==> src/rtl/codec_pwr_pkg.sv <==
package codec_pwr_pkg;
  typedef enum logic [2:0] {
    SEQ_WAIT   = 3'd0,
    SEQ_DOWN   = 3'd1,
    SEQ_INIT   = 3'd2,
    SEQ_SETTLE = 3'd3,
    SEQ_RUN    = 3'd4
  } seq_state_e;
endpackage

==> src/rtl/cps_sync.sv <==
module cps_sync #(
  parameter int STAGES = 2
) (
  input  logic clk,
  input  logic rst_n,
  input  logic d,
  output logic q
);
  logic [STAGES-1:0] chain;

  generate
    if (STAGES == 1) begin : g_one
      always_ff @(posedge clk or negedge rst_n) begin
        if (!rst_n) chain <= '0;
        else        chain <= d;
      end
    end else begin : g_many
      always_ff @(posedge clk or negedge rst_n) begin
        if (!rst_n) chain <= '0;
        else        chain <= {chain[STAGES-2:0], d};
      end
    end
  endgenerate

  assign q = chain[STAGES-1];
endmodule

==> src/rtl/cps_pd_filter.sv <==
module cps_pd_filter #(
  parameter int MIN_LOW = 1
) (
  input  logic clk,
  input  logic rst_n,
  input  logic pd_s,
  output logic up_lvl
);
  localparam int CW = (MIN_LOW < 2) ? 1 : $clog2(MIN_LOW + 1);
  localparam logic [CW-1:0] LAST = CW'(MIN_LOW - 1);

  logic [CW-1:0] low_cnt;

  // Level resets to "powered down": an undriven input must not release the codec.
  always_ff @(posedge clk or negedge rst_n) begin
    if (!rst_n) begin
      low_cnt <= '0;
      up_lvl  <= 1'b0;
    end else if (pd_s) begin
      low_cnt <= '0;
      up_lvl  <= 1'b1;
    end else begin
      if (low_cnt == LAST) up_lvl <= 1'b0;
      else                 low_cnt <= low_cnt + 1'b1;
    end
  end
endmodule

==> src/rtl/cps_por_gate.sv <==
module cps_por_gate #(
  parameter int PRE_CLKS = 3
) (
  input  logic clk,
  input  logic rst_n,
  input  logic vdd_s,
  output logic por_go
);
  localparam int PW = $clog2(PRE_CLKS + 1);
  localparam logic [PW-1:0] FULL = PW'(PRE_CLKS);

  logic [PW-1:0] pre_cnt;

  // Clocks are only credited while the supply is still below threshold.
  always_ff @(posedge clk or negedge rst_n) begin
    if (!rst_n)                          pre_cnt <= '0;
    else if (!vdd_s && pre_cnt != FULL)  pre_cnt <= pre_cnt + 1'b1;
  end

  assign por_go = vdd_s && (pre_cnt == FULL);
endmodule

==> src/rtl/cps_timer.sv <==
module cps_timer #(
  parameter int INIT_CYCLES      = 1024,
  parameter int CLK_PER_SAMPLE   = 512,
  parameter int DAC_HOLD_SAMPLES = 2048,
  parameter int ADC_HOLD_SAMPLES = 2304
) (
  input  logic clk,
  input  logic rst_n,
  input  logic start,
  input  logic in_init,
  input  logic in_settle,
  output logic init_last,
  output logic dac_done,
  output logic adc_done,
  output logic settle_done
);
  localparam int MAXH = (DAC_HOLD_SAMPLES > ADC_HOLD_SAMPLES) ? DAC_HOLD_SAMPLES : ADC_HOLD_SAMPLES;
  localparam int IW   = $clog2(INIT_CYCLES);
  localparam int DW   = $clog2(CLK_PER_SAMPLE);
  localparam int SW   = $clog2(MAXH + 1);
  localparam logic [IW-1:0] I_LAST = IW'(INIT_CYCLES - 1);
  localparam logic [DW-1:0] D_LAST = DW'(CLK_PER_SAMPLE - 1);
  localparam logic [SW-1:0] S_MAX  = SW'(MAXH);

  logic [IW-1:0] init_cnt;
  logic [DW-1:0] div_cnt;
  logic [SW-1:0] samp_cnt;
  logic          tick;

  assign tick = (div_cnt == D_LAST);

  always_ff @(posedge clk or negedge rst_n) begin
    if (!rst_n) begin
      init_cnt <= '0;
      div_cnt  <= '0;
      samp_cnt <= '0;
    end else if (start) begin
      init_cnt <= '0;
      div_cnt  <= '0;
      samp_cnt <= '0;
    end else begin
      if (in_init || in_settle) div_cnt <= tick ? '0 : div_cnt + 1'b1;
      if (in_init && init_cnt != I_LAST) init_cnt <= init_cnt + 1'b1;
      if (in_settle && tick && samp_cnt != S_MAX) samp_cnt <= samp_cnt + 1'b1;
    end
  end

  assign init_last   = in_init && (init_cnt == I_LAST);
  assign dac_done    = (samp_cnt >= SW'(DAC_HOLD_SAMPLES));
  assign adc_done    = (samp_cnt >= SW'(ADC_HOLD_SAMPLES));
  assign settle_done = (samp_cnt == S_MAX);
endmodule

==> src/rtl/codec_pwr_seq.sv <==
module codec_pwr_seq
  import codec_pwr_pkg::*;
#(
  parameter int INIT_CYCLES      = 1024,
  parameter int CLK_PER_SAMPLE   = 512,
  parameter int DAC_HOLD_SAMPLES = 2048,
  parameter int ADC_HOLD_SAMPLES = 2304,
  parameter int PD_MIN_LOW       = 1,
  parameter int PRE_CLKS         = 3,
  parameter int SYNC_STAGES      = 2,
  parameter int MODE_W           = 3
) (
  input  logic              clk,
  input  logic              rst_n,
  input  logic              vdd_ok,
  input  logic              pd_n,
  input  logic [MODE_W-1:0] mode_pins,
  output logic              dac_gnd,
  output logic              dac_mid,
  output logic              adc_oe,
  output logic [MODE_W-1:0] mode_q
);
  seq_state_e st, nxt;
  logic vdd_s, pd_s, up_lvl, por_go;
  logic start, init_last, dac_done, adc_done, settle_done;

  cps_sync #(.STAGES(SYNC_STAGES)) u_vdd_sync (.clk(clk), .rst_n(rst_n), .d(vdd_ok), .q(vdd_s));
  cps_sync #(.STAGES(SYNC_STAGES)) u_pd_sync  (.clk(clk), .rst_n(rst_n), .d(pd_n),   .q(pd_s));

  cps_pd_filter #(.MIN_LOW(PD_MIN_LOW)) u_filt (
    .clk(clk), .rst_n(rst_n), .pd_s(pd_s), .up_lvl(up_lvl)
  );

  cps_por_gate #(.PRE_CLKS(PRE_CLKS)) u_por (
    .clk(clk), .rst_n(rst_n), .vdd_s(vdd_s), .por_go(por_go)
  );

  cps_timer #(
    .INIT_CYCLES(INIT_CYCLES), .CLK_PER_SAMPLE(CLK_PER_SAMPLE),
    .DAC_HOLD_SAMPLES(DAC_HOLD_SAMPLES), .ADC_HOLD_SAMPLES(ADC_HOLD_SAMPLES)
  ) u_tmr (
    .clk(clk), .rst_n(rst_n), .start(start),
    .in_init(st == SEQ_INIT), .in_settle(st == SEQ_SETTLE),
    .init_last(init_last), .dac_done(dac_done), .adc_done(adc_done),
    .settle_done(settle_done)
  );

  always_comb begin
    nxt = st;
    case (st)
      SEQ_WAIT:   if (por_go) nxt = up_lvl ? SEQ_INIT : SEQ_DOWN;
      SEQ_DOWN:   if (up_lvl) nxt = SEQ_INIT;
      SEQ_INIT:   if (init_last) nxt = SEQ_SETTLE;
      SEQ_SETTLE: if (settle_done) nxt = SEQ_RUN;
      default:    nxt = st;
    endcase
    // Supply loss outranks everything; power-down outranks the active phases.
    if (st != SEQ_WAIT && !vdd_s)
      nxt = SEQ_WAIT;
    else if ((st == SEQ_INIT || st == SEQ_SETTLE || st == SEQ_RUN) && !up_lvl)
      nxt = SEQ_DOWN;
  end

  assign start = (nxt == SEQ_INIT) && (st != SEQ_INIT);

  always_ff @(posedge clk or negedge rst_n) begin
    if (!rst_n) st <= SEQ_WAIT;
    else        st <= nxt;
  end

  always_ff @(posedge clk or negedge rst_n) begin
    if (!rst_n)     mode_q <= '0;
    else if (start) mode_q <= mode_pins;
  end

  assign dac_gnd = (st == SEQ_WAIT) || (st == SEQ_DOWN) || (st == SEQ_INIT);
  assign dac_mid = (st == SEQ_SETTLE) && !dac_done;
  assign adc_oe  = (st == SEQ_RUN) || ((st == SEQ_SETTLE) && adc_done);
endmodule

==> config.mk <==
export PLATFORM = sky130hd
export DESIGN_NAME = codec_pwr_seq
export DESIGN_NICKNAME = d
export VERILOG_FILES = /design/src/rtl/codec_pwr_pkg.sv /design/src/rtl/cps_sync.sv /design/src/rtl/cps_pd_filter.sv /design/src/rtl/cps_por_gate.sv /design/src/rtl/cps_timer.sv /design/src/rtl/codec_pwr_seq.sv
export SDC_FILE = /design/constraint.sdc
export NUM_CORES = 1
export LEC_CHECK = 0
export CORE_UTILIZATION = 50
export CTS_CLUSTER_DIAMETER = 50
export CTS_CLUSTER_SIZE = 8
export DETAILED_ROUTE_END_ITERATION = 8
export DONT_BUFFER_PORTS = 1
export MAX_ROUTING_LAYER = met4
export PLACE_DENSITY_LB_ADDON = 0.25
export SLEW_MARGIN = 20
export SYNTH_ARGS = -nofsm -noshare
export SYNTH_HDL_FRONTEND = slang
export SYNTH_HIERARCHICAL = 1
export SYNTH_SLANG_ARGS = --single-unit
==> constraint.sdc <==
create_clock -name clk -period 3.4 [get_ports clk]
set_input_delay 0.68 -clock clk [delete_from_list [all_inputs] [get_ports clk]]
set_output_delay 0.68 -clock clk [all_outputs]
set_load 0.02 [all_outputs]
# Word level (Yosys, flattened, before mapping)
# Cells that the tools add are included.
# W data, S select, Z words.
[totals]
ff_bits = 45
in_bits = 7
out_inout_bits = 6
word_cells = 74
[classes]
n_addsub = 5
order_cmp = 2
eq_ne = 14
muxes = 19
reduce_logical = 24
[ops]
columns = ["op", "n"]
rows = [
  ["$mux W9", 3],
  ["$ge A12 B12 Y1 const B", 2],
  ["$mux W12", 2],
  ["$mux W10", 2],
  ["$mux W3", 6],
  ["$add A12 B1 Y12 const B", 1],
  ["$eq A12 B12 Y1 const B", 1],
  ["$ne A12 B12 Y1 const B", 1],
  ["$pmux W3 S4", 1],
  ["$logic_and A1 B1 Y1", 11],
  ["$add A10 B1 Y10 const B", 1],
  ["$eq A10 B10 Y1 const B", 1],
  ["$ne A10 B10 Y1 const B", 1],
  ["$add A9 B1 Y9 const B", 1],
  ["$eq A3 B2 Y1 const B", 3],
  ["$eq A9 B9 Y1 const B", 1],
  ["$reduce_bool A2 Y1", 3],
  ["$logic_or A1 B1 Y1", 5],
  ["$mux W1", 4],
  ["$ne A2 B2 Y1 const B", 2],
  ["$eq A3 B1 Y1 const B", 1],
  ["$eq A3 B3 Y1 const B", 1],
  ["$logic_not A1 Y1", 3],
  ["$logic_not A3 Y1", 1],
  ["6 further kinds", 6],
]

# Longest topological paths before layout
[logic_depth]
word_depth = 9
mapped_depth = 13
ltp_nobuf = 13

# Cells and area by module
# Netlist, hierarchy kept.
[by_module_without_submodules]
columns = ["mod", "instances", "cells_per_inst", "area_per_inst_um2", "seq_area_each_um2"]
rows = [
  ["cps_timer", 1, 181, 1692.9, 775.7],
  ["codec_pwr_seq", 1, 43, 421.7, 150.1],
  ["cps_por_gate", 1, 7, 100.1, 50.0],
  ["cps_sync", 2, 2, 50.0, 50.0],
  ["cps_pd_filter", 1, 1, 25.0, 25.0],
]

# Least setup slack after synthesis
# No wires, ideal clock.
[synth_path]
path_kind = "register to register"
start = "reg u_tmr.samp_cnt[0]"
end = "reg u_tmr.init_cnt[4]"
setup_time_ps = 136
t_arrival_ps = 2618
t_required_ps = 3264
slack_ps = 646
stages_incl_launch_ff = 12
n_path_buf = 2
synth_period_minus_slack_ps = 2754
path_cell_list = "dfrtp_1 > inv_1 > ha_1 > nor4b_1 > and3_1 > o32a_1 > o311ai_1 > or4_4 > inv_1 > buf_1 > buf_1 > nor3_1"
[synth_via]
elab_chain_cells = 8
elab_cells_between_ends = 9
classes_between = "eq/ne: 2; mux: 5; reduce/logical: 2"
[synth_lines]
columns = ["item", "line_no", "text"]
rows = [
  ["start: declaration", "cps_timer.sv:27", "logic [SW-1:0] samp_cnt;"],
  ["start signal: assignment", "cps_timer.sv:44", "if (in_settle && tick && samp_cnt != S_MAX) samp_cnt <= samp_cnt + 1'b1;"],
  ["$eq A12 B12 Y1 *", "cps_timer.sv:51", "assign settle_done = (samp_cnt == S_MAX);"],
  ["named net settle_done", "codec_pwr_seq.sv:25", "logic start, init_last, dac_done, adc_done, settle_done;"],
  ["$mux W3 *", "codec_pwr_seq.sv:54", "SEQ_SETTLE: if (settle_done) nxt = SEQ_RUN;"],
  ["$pmux W3 S4 *", "codec_pwr_seq.sv:50", "case (st)"],
  ["$mux W3 *", "codec_pwr_seq.sv:60", "else if ((st == SEQ_INIT || st == SEQ_SETTLE || st == SEQ_RUN) && !up_lvl)"],
  ["$mux W3 *", "codec_pwr_seq.sv:58", "if (st != SEQ_WAIT && !vdd_s)"],
  ["$eq A3 B2 Y1 *", "codec_pwr_seq.sv:64", "assign start = (nxt == SEQ_INIT) && (st != SEQ_INIT);"],
  ["$logic_and A1 B1 Y1 *", "codec_pwr_seq.sv:64", ""],
  ["named net start", "codec_pwr_seq.sv:25", ""],
  ["$mux W10 or $reduce_bool A2 Y1 (tied branches)", "n/a", ""],
  ["end signal: assignment", "cps_timer.sv:43", "if (in_init && init_cnt != I_LAST) init_cnt <= init_cnt + 1'b1;"],
  ["end: declaration", "cps_timer.sv:25", "logic [IW-1:0] init_cnt;"],
]
# Mark *: on every way through the listed nets, which the timed path passes. The rest lies on a longest branch.
# A chain may end at the register's enable or synchronous reset.

# Worst setup path after layout
[layout_path]
start = "reg u_tmr.samp_cnt[0]"
end = "reg u_tmr.div_cnt[6]"
[layout_via]
elab_chain_cells = 8
elab_cells_between_ends = 9
classes_between = "eq/ne: 2; mux: 5; reduce/logical: 2"
[layout_lines]
columns = ["item", "line_no", "text"]
rows = [
  ["$eq A12 B12 Y1 *", "cps_timer.sv:51", ""],
  ["named net settle_done", "codec_pwr_seq.sv:25", ""],
  ["$mux W3 *", "codec_pwr_seq.sv:54", ""],
  ["$pmux W3 S4 *", "codec_pwr_seq.sv:50", ""],
  ["$mux W3 *", "codec_pwr_seq.sv:60", ""],
  ["$mux W3 *", "codec_pwr_seq.sv:58", ""],
  ["$eq A3 B2 Y1 *", "codec_pwr_seq.sv:64", ""],
  ["$logic_and A1 B1 Y1 *", "codec_pwr_seq.sv:64", ""],
  ["named net start", "codec_pwr_seq.sv:25", ""],
  ["$mux W9 or $reduce_bool A2 Y1 (tied branches)", "n/a", ""],
  ["end signal: assignment", "cps_timer.sv:42", "if (in_init || in_settle) div_cnt <= tick ? '0 : div_cnt + 1'b1;"],
  ["end: declaration", "cps_timer.sv:26", "logic [DW-1:0] div_cnt;"],
]
# Marks and branches as above.

==> results.toml <==
[layout]
fin_util_pct = 55.7
fill_cells = 402
drive_gt1_share_pct = 11.0
antennaDiodeCount = 0
syn2layout_area_growth_pct = 5.08
fin_nets = 249

[synth]
synth_compound_area_share_pct = 12.2
synth-simple-area-share_pct = 24.3
netlist_top_cells_count = "dfrtp_1, nor2_1, nor3_1"
synth_area_leaders = "dfrtp_1, nor2_1, xnor2_1"
synth_top_area_share_pct = 47.1
synthDistinctLibCells = 57
synth_fp_nets = 249
async_flop_share_pct = 100
synthAdderAreaFrac_pct = 3.21
yosysSeqAreaShare_pct = 47.1
synthMuxAreaShare_pct = 4.76
synth-seq-cells = 44
synth_most_common_cell = "dfrtp_1"
synth_top_family_by_area = "simple AND/OR/NAND/NOR gates"
synth_ff_type = "dfrtp_1"
synth_top_area_cell = "dfrtp_1"
synth_xor_area_share_pct = 4.49
synth_edf_count = 0
syn_inst = 236
syn-mean-instance-area_um2 = 9.91
synth_area_um2 = 2340
synth_warnings = 6

[global_route]
overflow = 0
antenna_found_initial = 0
track_usage_pct = 19.4
grt_max_degree = 45
grt_pass1_vias = 1644
grt_pass1_wl_um = 7360

[cts]
clock-sinks = 44
ctsResizeCount = 0
clkSlewWorstSetupHoldPaths_ns = 0.09
numCtsBuffers = 5
cts_tree = "yes"
cts_max_level = 2
clkLatencyLatePin_ns = 0.30
clk_root_buffer_cell = "clkbuf_8"
cts_buffer_depth = 2
post-cts-setup-buffers = 0
hold_buffers = 0

[routing]
first_iter_violations = 95
wl_um = 4180
first_pass_iters = 4
drt.antenna.violating_nets = 0
drc = 0
wl_per_cell_um = 14.5
vias_per_cell = 5.80
vias = 1676

[hold_path]
hold_path.class = "input pin to async pin"

[setup_path]
cp.required_ns = 3.63
worstPathArrival_ns = 3.37
cp-start-kind = "register"
path_class = "register to register"
path_max_fanout = 9
cp-end-kind = "register"

[die]
core_um2 = 4410
die-area_um2 = 4960
die_height_um = 70.4
die-width_um = 70.4
rows = 24
boundaryPins = 13
start_util_pct = 53.0

[power]
p_leak_nw = 1.09
ir_drop_mv = 0.320
finalPower_w = 0.00142
power_density_nw_per_um2 = 576

[sta]
final-setup-viol-count = 0
clock_skew_ns = 0.00979
rsz0062_at_grt = "no"
slew_headroom_pct = 56.1
min_period_ns = 3.14
hold_violations = 0
fin_crit_sh_pct = 92.3
slew_violations = 0
max_freq_mhz = 318
setup_slack_ns = 0.260
finalSetupTns_ns = 0
hold_slack_ns = 0.0620
worst_pin_slew_ns = 0.651

[flow_run]
drv_cap = 0

[placed_design]
finalWeightedCongestion = 0.819
post-place-ws_ns = 0.274
hpwl_um = 2900
io_buffer_count = 0

[outcome]
status = "finished clean"
layer usage:
layer / GRT usage (%) / wire [um]
met1: 24.4 / 2020
met2: 30.3 / 2030
met3: 5.19 / 85
met4: 6.89 / 44
met5: - / 0
cell type report:
cell class	count	area, um^2	share of cell area (%)
inverter	10	37.5	1.53
clock inverter	1	7.51	0.305
clock buffer	7	86.3	3.51
tap	52	65.1	2.65
timing repair buffer	2	15.0	0.611
sequential	44	1100	44.8
multi-input combinational	173	1150	46.6
worst paths after layout:
path	to	startpoint	slack, ns	depth (start not counted)
setup / recovery	u_tmr/div_cnt[6]	u_tmr/samp_cnt[0]	0.26	11
hold / removal	u_tmr/samp_cnt[10]	rst_n	0.06	0
setup reg to reg	u_tmr/div_cnt[6]	u_tmr/samp_cnt[0]	0.26	11
hold reg to reg	u_filt/up_lvl	u_pd_sync/chain[1]	0.36	0
max in group asynchronous	u_vdd_sync/chain[1]	rst_n	3.24	0
min in group clk	u_filt/up_lvl	u_pd_sync/chain[1]	0.36	0
critical path, cell delays in order (launching register included):
cell and delay, ns:
dfrtp_1 0.43, inv_1 0.07, ha_1 0.14, nor4b_1 0.28, and3_1 0.31, o32a_1 0.16
o311ai_1 0.11, or4_4 0.56, inv_1 0.23, o311ai_0 0.27, or3_1 0.37, a21oi_1 0.14
where the power goes:
part | switching [W] | internal [W] | leakage [nW]
sequential | 0.000116 | 0.000601 | 0.581
combinational | 0.000187 | 0.000170 | 0.468
clock | 0.000179 | 0.000165 | 0.0445
total | 0.000481 | 0.000936 | 1.09
cell usage in the layout, fill, tap and decap left out, types with 2 or more instances in the layout:
cell,count
nor3b_1,2
clkbuf_8,6
nand4_1,5
nor3_1,15
o21ai_0,7
mux2_4,4
ha_1,6
nand2_1,10
and3_1,3
buf_4,2
and4_1,3
nand3_1,10
xor2_1,2
nor2b_1,2
mux2i_1,4
nor2_1,36
nand4_2,2
a21oi_1,14
or3_1,4
dfrtp_1,44
a31oi_1,2
inv_1,10
xnor2_1,10
o31a_1,2
cells by family after synthesis:
family,count (synthesis)
and+or+nand+nor,105
xor gates and xnor gates,12
AOI/OAI and AO/OA,41
muxes,9
DFF,44
adders and majority gates,6
buffers and inverters,19
metrics by stage:
step	instances	instance area [um^2]
finish	289	2460
global route	289	2460
CTS	289	2460
detailed placement	281	2360
global placement	281	2360
floorplan	236	2340
flip-flops by register name, indices dropped and copies added, names as in the netlist:
name and count:
u_tmr/div_cnt 9, u_vdd_sync/chain 2, u_tmr/samp_cnt 12, st 3
u_filt/up_lvl 1, u_tmr/init_cnt 10, mode_q 3, u_por/pre_cnt 2
u_pd_sync/chain 2
No activity file was read; power rests on OpenSTA's default activity.
